==> config.mk <==
export PLATFORM = sky130hd
export DESIGN_NAME = pix_hit_reorder
export DESIGN_NICKNAME = d
export VERILOG_FILES = /design/src/rtl/pix_reorder_pkg.sv /design/src/rtl/hit_coord_map.sv /design/src/rtl/hit_lifo.sv /design/src/rtl/pix_hit_reorder.sv
export SDC_FILE = /design/constraint.sdc
export NUM_CORES = 1
export LEC_CHECK = 0
export ABC_CLOCK_PERIOD_IN_PS = 6550
export BUFFER_PORTS_ARGS = -buffer_cell sky130_fd_sc_hd__buf_2
export CORE_MARGIN = 3
export CORE_UTILIZATION = 30
export DETAILED_ROUTE_END_ITERATION = 6
export PLACE_DENSITY = 0.41
export SYNTH_ARGS = -nofsm -noshare
export SYNTH_HDL_FRONTEND = slang
export SYNTH_HIERARCHICAL = 1
export SYNTH_SLANG_ARGS = --single-unit
export TNS_END_PERCENT = 1
==> constraint.sdc <==
create_clock -name clk -period 6.55 [get_ports clk]
set_input_delay 0.3275 -clock clk [delete_from_list [all_inputs] [get_ports clk]]
set_output_delay 0.3275 -clock clk [all_outputs]
set_load 0.01 [all_outputs]
==> src/rtl/pix_reorder_pkg.sv <==
package pix_reorder_pkg;

    typedef enum logic [1:0] {
        K_HIT      = 2'd0,
        K_CHIP_END = 2'd1,
        K_EVT_END  = 2'd2,
        K_RSVD     = 2'd3
    } word_kind_e;

    typedef enum logic {
        M_PASS  = 1'b0,
        M_DRAIN = 1'b1
    } mode_e;

endpackage

==> src/rtl/hit_coord_map.sv <==
module hit_coord_map #(
    parameter int CHIP_W    = 4,
    parameter int COL_W     = 5,
    parameter int ROW_W     = 8,
    parameter int OCOL_W    = 8,
    parameter int OROW_W    = 9,
    parameter int CHIP_COLS = 18,
    parameter int CHIP_ROWS = 164
) (
    input  logic [CHIP_W-1:0] chip,
    input  logic [COL_W-1:0]  lcol,
    input  logic [ROW_W-1:0]  lrow,
    output logic [OCOL_W-1:0] mcol,
    output logic [OROW_W-1:0] mrow,
    output logic              reversed
);
    localparam logic [OCOL_W-1:0] COLS_PER_CHIP = OCOL_W'(CHIP_COLS);
    localparam logic [OROW_W-1:0] ROW_TOP       = OROW_W'(2 * CHIP_ROWS - 1);

    logic [CHIP_W-2:0] slot;

    always_comb begin
        // lower half of the index range sits mirrored on the other row
        reversed = ~chip[CHIP_W-1];
        slot     = reversed ? ~chip[CHIP_W-2:0] : chip[CHIP_W-2:0];
        mcol     = OCOL_W'(slot) * COLS_PER_CHIP + OCOL_W'(lcol);
        mrow     = reversed ? (ROW_TOP - OROW_W'(lrow)) : OROW_W'(lrow);
    end
endmodule

==> src/rtl/hit_lifo.sv <==
module hit_lifo #(
    parameter int W     = 21,
    parameter int DEPTH = 64
) (
    input  logic         clk,
    input  logic         rst_n,
    input  logic         push,
    input  logic         pop,
    input  logic [W-1:0] din,
    output logic [W-1:0] dout,
    output logic         empty,
    output logic         full,
    output logic         one
);
    localparam int CNT_W = $clog2(DEPTH + 1);
    localparam int AW    = (DEPTH > 1) ? $clog2(DEPTH) : 1;

    typedef struct packed {
        logic [CNT_W-1:0] cnt;
    } lifo_st_t;

    lifo_st_t st_d, st_q;
    logic [W-1:0] mem_q [DEPTH];

    always_comb begin
        st_d = st_q;
        if (push)     st_d.cnt = st_q.cnt + CNT_W'(1);
        else if (pop) st_d.cnt = st_q.cnt - CNT_W'(1);
        empty = (st_q.cnt == '0);
        full  = (st_q.cnt == CNT_W'(DEPTH));
        one   = (st_q.cnt == CNT_W'(1));
        dout  = mem_q[AW'(st_q.cnt - CNT_W'(1))];
    end

    always_ff @(posedge clk) begin
        if (!rst_n) st_q <= '0;
        else        st_q <= st_d;
    end

    always_ff @(posedge clk) begin
        if (push) mem_q[AW'(st_q.cnt)] <= din;
    end


    no_overflow_chk: assert property (@(posedge clk) disable iff (!rst_n)
        full |-> !push);


    no_underflow_chk: assert property (@(posedge clk) disable iff (!rst_n)
        empty |-> !pop);


    push_pop_excl_chk: assert property (@(posedge clk) disable iff (!rst_n)
        pop |-> !push);
endmodule

==> src/rtl/pix_hit_reorder.sv <==
module pix_hit_reorder
    import pix_reorder_pkg::*;
#(
    parameter int CHIP_W    = 4,
    parameter int COL_W     = 5,
    parameter int ROW_W     = 8,
    parameter int TOT_W     = 4,
    parameter int OCOL_W    = 8,
    parameter int OROW_W    = 9,
    parameter int CHIP_COLS = 18,
    parameter int CHIP_ROWS = 164,
    parameter int DEPTH     = 64
) (
    input  logic              clk,
    input  logic              rst_n,
    input  logic              in_valid,
    output logic              in_ready,
    input  logic [1:0]        in_kind,
    input  logic [CHIP_W-1:0] in_chip,
    input  logic [COL_W-1:0]  in_col,
    input  logic [ROW_W-1:0]  in_row,
    input  logic [TOT_W-1:0]  in_tot,
    output logic              out_valid,
    input  logic              out_ready,
    output logic              out_last,
    output logic [OCOL_W-1:0] out_col,
    output logic [OROW_W-1:0] out_row,
    output logic [TOT_W-1:0]  out_tot
);
    localparam int HW = OCOL_W + OROW_W + TOT_W;

    typedef struct packed {
        mode_e             mode;
        logic              ovalid;
        logic              olast;
        logic [OCOL_W-1:0] ocol;
        logic [OROW_W-1:0] orow;
        logic [TOT_W-1:0]  otot;
    } state_t;

    state_t st_d, st_q;

    logic [OCOL_W-1:0] map_col;
    logic [OROW_W-1:0] map_row;
    logic              map_rev;
    logic              push, pop;
    logic [HW-1:0]     stk_in, stk_out;
    logic              stk_empty, stk_full, stk_one;
    logic              can_load, in_ready_c;
    word_kind_e        kind;

    hit_coord_map #(
        .CHIP_W(CHIP_W), .COL_W(COL_W), .ROW_W(ROW_W),
        .OCOL_W(OCOL_W), .OROW_W(OROW_W),
        .CHIP_COLS(CHIP_COLS), .CHIP_ROWS(CHIP_ROWS)
    ) i_map (
        .chip(in_chip), .lcol(in_col), .lrow(in_row),
        .mcol(map_col), .mrow(map_row), .reversed(map_rev)
    );

    assign stk_in = {map_col, map_row, in_tot};

    hit_lifo #(.W(HW), .DEPTH(DEPTH)) i_lifo (
        .clk(clk), .rst_n(rst_n),
        .push(push), .pop(pop),
        .din(stk_in), .dout(stk_out),
        .empty(stk_empty), .full(stk_full), .one(stk_one)
    );

    always_comb begin
        st_d       = st_q;
        push       = 1'b0;
        pop        = 1'b0;
        in_ready_c = 1'b0;
        kind       = word_kind_e'(in_kind);
        can_load   = !st_q.ovalid || out_ready;

        if (st_q.ovalid && out_ready) st_d.ovalid = 1'b0;

        unique case (st_q.mode)
            M_PASS: begin
                unique case (kind)
                    K_HIT: begin
                        if (map_rev) begin
                            in_ready_c = !stk_full;
                            push       = in_valid && !stk_full;
                        end else begin
                            in_ready_c = can_load;
                            if (in_valid && can_load) begin
                                st_d.ovalid = 1'b1;
                                st_d.olast  = 1'b0;
                                st_d.ocol   = map_col;
                                st_d.orow   = map_row;
                                st_d.otot   = in_tot;
                            end
                        end
                    end
                    K_CHIP_END: begin
                        in_ready_c = 1'b1;
                        if (in_valid && !stk_empty) st_d.mode = M_DRAIN;
                    end
                    K_EVT_END: begin
                        if (!stk_empty) begin
                            in_ready_c = 1'b0;
                            if (in_valid) st_d.mode = M_DRAIN;
                        end else begin
                            in_ready_c = can_load;
                            if (in_valid && can_load) begin
                                st_d.ovalid = 1'b1;
                                st_d.olast  = 1'b1;
                                st_d.ocol   = '0;
                                st_d.orow   = '0;
                                st_d.otot   = '0;
                            end
                        end
                    end
                    default: in_ready_c = 1'b1;
                endcase
            end
            M_DRAIN: begin
                if (stk_empty) begin
                    st_d.mode = M_PASS;
                end else if (can_load) begin
                    pop         = 1'b1;
                    st_d.ovalid = 1'b1;
                    st_d.olast  = 1'b0;
                    {st_d.ocol, st_d.orow, st_d.otot} = stk_out;
                    if (stk_one) st_d.mode = M_PASS;
                end
            end
            default: st_d.mode = M_PASS;
        endcase
    end

    always_ff @(posedge clk) begin
        if (!rst_n) st_q <= '0;
        else        st_q <= st_d;
    end

    assign in_ready  = in_ready_c;
    assign out_valid = st_q.ovalid;
    assign out_last  = st_q.olast;
    assign out_col   = st_q.ocol;
    assign out_row   = st_q.orow;
    assign out_tot   = st_q.otot;


    out_hold_chk: assert property (@(posedge clk) disable iff (!rst_n)
        (out_valid && !out_ready) |=>
            (out_valid && $stable({out_last, out_col, out_row, out_tot})));


    eoe_after_drain_chk: assert property (@(posedge clk) disable iff (!rst_n)
        (in_valid && in_ready && in_kind == 2'd2) |-> stk_empty);


    fwd_bypass_chk: assert property (@(posedge clk) disable iff (!rst_n)
        (in_valid && in_ready && in_kind == 2'd0 && in_chip[CHIP_W-1]) |=>
            (out_valid && !out_last));
endmodule

## Word-level counts from Yosys, hierarchy flattened

Memories as Yosys holds them, arrays and structs flattened.
Cells that the tools add are included.

- Bits in registers: 31
- Bits in writable memories: 1344
- Input port bits: 27
- Output and inout bits: 24
- Logic and storage cells: 69
- Memories kept: 1

- Add/sub/neg operators: 4
- Multiply operators: 1
- Eq/ne operators: 11
- Multiplexer cells: 31
- Bitwise operators: 2
- Reduce and logical (&&, ||, !) cells: 12

Memories:

| name | words | width | rd ports | clocked after Yosys merged registers in | write ports | RTL line | RTL |
|---|---|---|---|---|---|---|---|
| i_lifo.mem_q | 64 | 21 | 1 | 0 | 1 | hit_lifo.sv:23 | `logic [W-1:0] mem_q [DEPTH];` |

Operator list:

| operator | number |
|---|---|
| $mux W23 | 5 |
| $pmux W24 S2 | 1 |
| $pmux W23 S2 | 1 |
| $mux W24 | 1 |
| $mux W1 | 17 |
| $mux W7 | 2 |
| $ne A3 B3 Y1 const B | 4 |
| $mux W9 | 1 |
| $sub A9 B8 Y9 const A | 1 |
| $add A8 B5 Y8 | 1 |
| $add A7 B1 Y7 const B | 1 |
| $eq A7 B1 Y1 const B | 1 |
| $eq A7 B7 Y1 const B | 1 |
| $logic_not A7 Y1 | 1 |
| $mul A3 B4 Y7 const B | 1 |
| $reduce_and A7 Y1 | 1 |
| $sub A7 B1 Y7 const B | 1 |
| $logic_and A1 B1 Y1 | 4 |
| $pmux W1 S2 | 2 |
| $logic_not A1 Y1 | 3 |
| $mux W3 | 1 |
| $ne A3 B1 Y1 const B | 1 |
| $not A3 Y3 | 1 |
| $eq A2 B1 Y1 const B | 1 |
| 7 further kinds | 7 |

## Longest topological paths before layout

- Depth in word-level cells: 8
- Mapped depth: 19
- Depth with buffers taken out: 13

## Modules after synthesis

Netlist, hierarchy kept.

By module, submodules not included:

| module | instances | cells each | area an instance (µm²) | seq. area each (µm²) |
|---|---|---|---|---|
| hit_lifo | 1 | 2320 | 52248.9 | 40498.8 |
| pix_hit_reorder | 1 | 155 | 1507.7 | 480.5 |
| hit_coord_map | 1 | 46 | 365.4 | 0.0 |

## Least setup slack after synthesis

OpenSTA, ideal clock, no wires.

- Path kind: flip-flop to flip-flop
- Start: reg i_lifo/st_q[0] (netlist bit)
- End: mem i_lifo.mem_q[33][0], enable pin
- Setup time: 425 ps
- Arrival: 4175 ps
- Data required time: 6125 ps
- Setup slack: 1950 ps
- Cell stages (with the launch flop): 14
- Buffers on the path: 6
- Clock period less this slack: 4600 ps
- Path through: dfxtp_1 > buf_2 > buf_4 > buf_4 > buf_2 > inv_1 > ha_1 > buf_2 > nor2b_1 > and3_1 > nor3_1 > clkbuf_1 > nand4_1 > nor3_1

- Cells in the longest elaborated chain, start to end: 8

Ends and longest elaborated chain:

| element | RTL line | RTL |
|---|---|---|
| start: declaration | hit_lifo.sv:22 | `lifo_st_t st_d, st_q;` |
| start signal: assignment | hit_lifo.sv:37 | `else st_q <= st_d;` |
| $eq A7 B7 Y1 | hit_lifo.sv:30 | `full = (st_q.cnt == CNT_W'(DEPTH));` |
| via stk_full | pix_hit_reorder.sv:48 | `logic stk_empty, stk_full, stk_one;` |
| $logic_not A1 Y1 | pix_hit_reorder.sv:86 | `push = in_valid && !stk_full;` |
| $logic_and A1 B1 Y1 | pix_hit_reorder.sv:86 |  |
| $mux W1 | pix_hit_reorder.sv:84 | `if (map_rev) begin` |
| $mux W1 | pix_hit_reorder.sv:82 | `unique case (kind)` |
| $mux W1 | pix_hit_reorder.sv:80 | `unique case (st_q.mode)` |
| via push | pix_hit_reorder.sv:46 | `logic push, pop;` |
| $mux W1 | hit_lifo.sv:41 | `if (push) mem_q[AW'(st_q.cnt)] <= din;` |
| $mux W1 (not written as such) | hit_lifo.sv:41 |  |
| end: declaration | hit_lifo.sv:23 |  |

The timed path passes the listed nets, and every way through them passes these cells.

## Worst setup path in the final report

- Start: reg i_lifo/st_q[2] (netlist bit)
- End: reg st_q, in the netlist out_row[7]

- Cells in the longest elaborated chain, start to end: 5
- Elaborated cells on any way between the ends: 9
- Classes of those cells: add/sub: 1; eq/ne: 2; mux: 3; reduce/logical: 2; memory: 1

Ends and longest elaborated chain:

| element | RTL line | RTL |
|---|---|---|
| $sub A7 B1 Y7 | n/a |  |
| $mem_v2 Z64 W21 | n/a |  |
| via stk_out[11] | pix_hit_reorder.sv:47 | `logic [HW-1:0] stk_in, stk_out;` |
| $mux W24 | pix_hit_reorder.sv:123 | `end else if (can_load) begin` |
| $mux W23 | pix_hit_reorder.sv:121 | `if (stk_empty) begin` |
| $pmux W24 S2 | pix_hit_reorder.sv:80 |  |
| end signal: assignment | pix_hit_reorder.sv:137 | `else st_q <= st_d;` |
| end: declaration | pix_hit_reorder.sv:41 | `state_t st_d, st_q;` |

The timed path passes the listed nets, and every way through them passes these cells. The select of a mux whose other input is x is not followed.
A chain may end at the register's enable or synchronous reset.

==> out/metrics.cfg <==
[cts]
cts_tree=done
clk_latency_ns=0.77
cts_max_path_buffers=3
postCtsSetupBuffers=0
cts-resized-gates=0
clock-sinks=1375
root_buffer=clkbuf_16
path_clk_slew_ns=0.06
ctsHoldBuffers=0
cts-htree-levels=4
cts_buffers=155

[detailed_routing]
drc_errors=0
ant_nets=0
num_vias=26300
drt-initial-drc-count=2556
routed_wl_mm=163
post_drt_wl_per_cell_um=31.5
vias_per_cell=5.08
dr.pass1.iters=5

[place]
routabilityCongestion=0.763
numPortBuffers=50
hpwl_mm=92.1

[layout]
fin_nets=2734
syn_to_final_growth_pct=16.3
nFillCells=16600
final_common_cell=edfxtp_1
layout-drive-gt1-share_pct=31.6
final_cell_mix=edfxtp_1 (1344), mux4_2 (357), clkbuf_16 (157)

[timing]
max_freq_mhz=202
setup_viol=0
rsz0062_at_grt=false
hold_violations=0
tightest_slew_ns=1.50
slew_viol_final=18
finClkSkew_ns=0.0277
fin_crit_sh_pct=75.7
setup_tns_ns=0
post-route-min-period_ns=4.96
worst_slew_margin_rel_pct=-0.0449

[worst_hold_path]
holdPathStages=4
holdCritStartpoint=in_valid
hold_path.class=input port to flip-flop
min_to=out_valid

[run_status]
violations=capacitance limit, slew limit
status=complete, but fails checks

[synthesis]
synthFlopType=edfxtp_1
syn_avg_cell_area_sq_um=21.5
yosysWarnings=6
ys_ff_latch=1375
ys_async_sr_fraction_pct=0
yosysUniqueCellTypes=57
yosys.area.top_type=edfxtp_1
seq_area_frac_synth_pct=75.7
synth_nets=2560
ys_top_cells_by_area=edfxtp_1 (75%), mux4_2 (15%), dfxtp_1 (1.1%)
synth-edff-count=1344
synthCells=2521
synth_area_sq_um=54100
yosys.area.top_type_share_pct=74.6

[die]
rows=155
dieArea_sq_um=186000
ioPinCount=51
die_w_um=431
coreArea_sq_um=179000
initial_core_util_pct=30.3
die_height_um=431

[grt]
track_usage_pct=17.6
grt.overflow.total=0
grt_pass1_vias=27700
grt_max_degree=89
antenna_found_initial=7
grt_pass1_wl_mm=228

[critical_path]
critical-path-max-stage-delay_ns=1.03
critPathLaunchType=flip-flop
cp_max_fo=24
crit_chain=nor3_1 > nand2_1 > xnor2_4 > buf_4 > o2111ai_1 > o41ai_2 > and3_1 > a221o_1 > o211a_1
path_class=flip-flop to flip-flop
crit_start=i_lifo/st_q[2]
endpoint_kind=flip-flop
crit_family=simple AND/OR/NAND/NOR gates
cp_data_required_time_ns=7.25
slowest_stage=xnor2_4
worstRegToRegCells=9
r2r_setup_slack_ns=1.59
path_buf_inv=1
timing.rr.end=out_row[7]
crit_arrival_ns=5.66
r2r-start=i_lifo/st_q[2]

[power]
ir_worst_vdd_uv=261
power_density_nw_per_um2=307
power.leakage_nw=19.7
fin_total_pwr_w=0.0193

[run]
cap_violations=1

sequential cells by signal, summed over array words and instances (netlist names):
register / flops
i_lifo/mem_q: 1344
out_row: 9
out_col: 8
i_lifo/st_q: 7
out_tot: 4
out_last: 1
out_valid: 1
st_q: 1
power breakdown:
group	total (W)	switching, W	leakage (nW)	internal (W)
registers	0.00988	0.0000206	12.3	0.00986
clock network	0.00839	0.00344	2.41	0.00495
logic	0.00105	0.000758	4.97	0.000294
total	0.0193	0.00422	19.7	0.0151
final cells by class:
class,instances,area [sq um],share of cell area [%]
Antenna cell,3,7.51,0.0119
Clock inverter,81,728,1.16
Inverter,14,52.6,0.0835
Sequential cell,1375,41000,65.1
Timing Repair Buffer,194,1460,2.31
Tap cell,2355,2950,4.68
Multi-Input combinational cell,955,12600,20.1
Clock buffer,197,4160,6.61
worst max-delay path by stage:
stage                                      to  cells past startpoint
after global placement             out_row[7]                      9
final                              out_row[7]                      9
after global routing               out_row[7]                      9
after detailed placement           out_row[7]                      9
after floorplan           i_lifo/mem_q[33][0]                     13
after CTS                          out_row[7]                      9
per-stage QoR:
stage	cells	util, %	worst slack [ns]	instance area [sq um]	hold WS [ns]
after CTS	5170	35.2	1.55	62900	0.0338
after floorplan	2521	-	1.95	54100	0.426
after detailed placement	4892	32.5	1.59	58000	0.549
after global placement	4892	32.5	1.65	58000	0.555
final	5174	35.2	1.59	63000	0.0885
after global routing	5171	35.2	1.30	63000	0.0690
synthesized netlist by cell type (16+ instances only):
cell type / number
a211oi_1: 44
a221o_1: 19
a32o_1: 21
and2_1: 48
and3_1: 24
buf_2: 58
buf_4: 28
clkbuf_1: 81
dfxtp_1: 31
edfxtp_1: 1344
mux2i_1: 42
mux4_2: 357
nand2_1: 63
nor2_1: 119
o2111ai_1: 21
o211a_1: 21
o21ai_0: 25
o22ai_1: 23
o41ai_2: 18
xnor2_1: 16
worst reg2reg max path, cell delays in order (launching register included):
cell       delay [ns]
dfxtp_1          0.62
nor3_1           0.81
nand2_1          0.41
xnor2_4          1.03
buf_4            0.69
o2111ai_1        0.72
o41ai_2          0.18
and3_1           0.19
a221o_1          0.11
o211a_1          0.14
logic make-up (layout without fill, tap and decap cells):
kind of cell / count (synthesis) / in the layout / share of synthesized area (%)
simple gates: 304 / 304 / 2.73
xor+xnor: 23 / 23 / 0.407
mux: 401 / 401 / 15.7
compound gates: 215 / 215 / 3.45
buf+inv: 191 / 486 / 1.72
fa+ha+maj: 12 / 12 / 0.291
flops: 1375 / 1375 / 75.7
other cells: 0 / 3 / 0
metal layers:
layer / global-route usage [%] / routed length (um) / vias up
met5: 0 / 0 / -
met4: 4.68 / 3930 / 0
met3: 2.39 / 6630 / 201
met2: 30.6 / 83600 / 605
met1: 23.1 / 68800 / 14500
li1: - / - / 10900
Note: power is estimated with default switching activity, not from simulation.
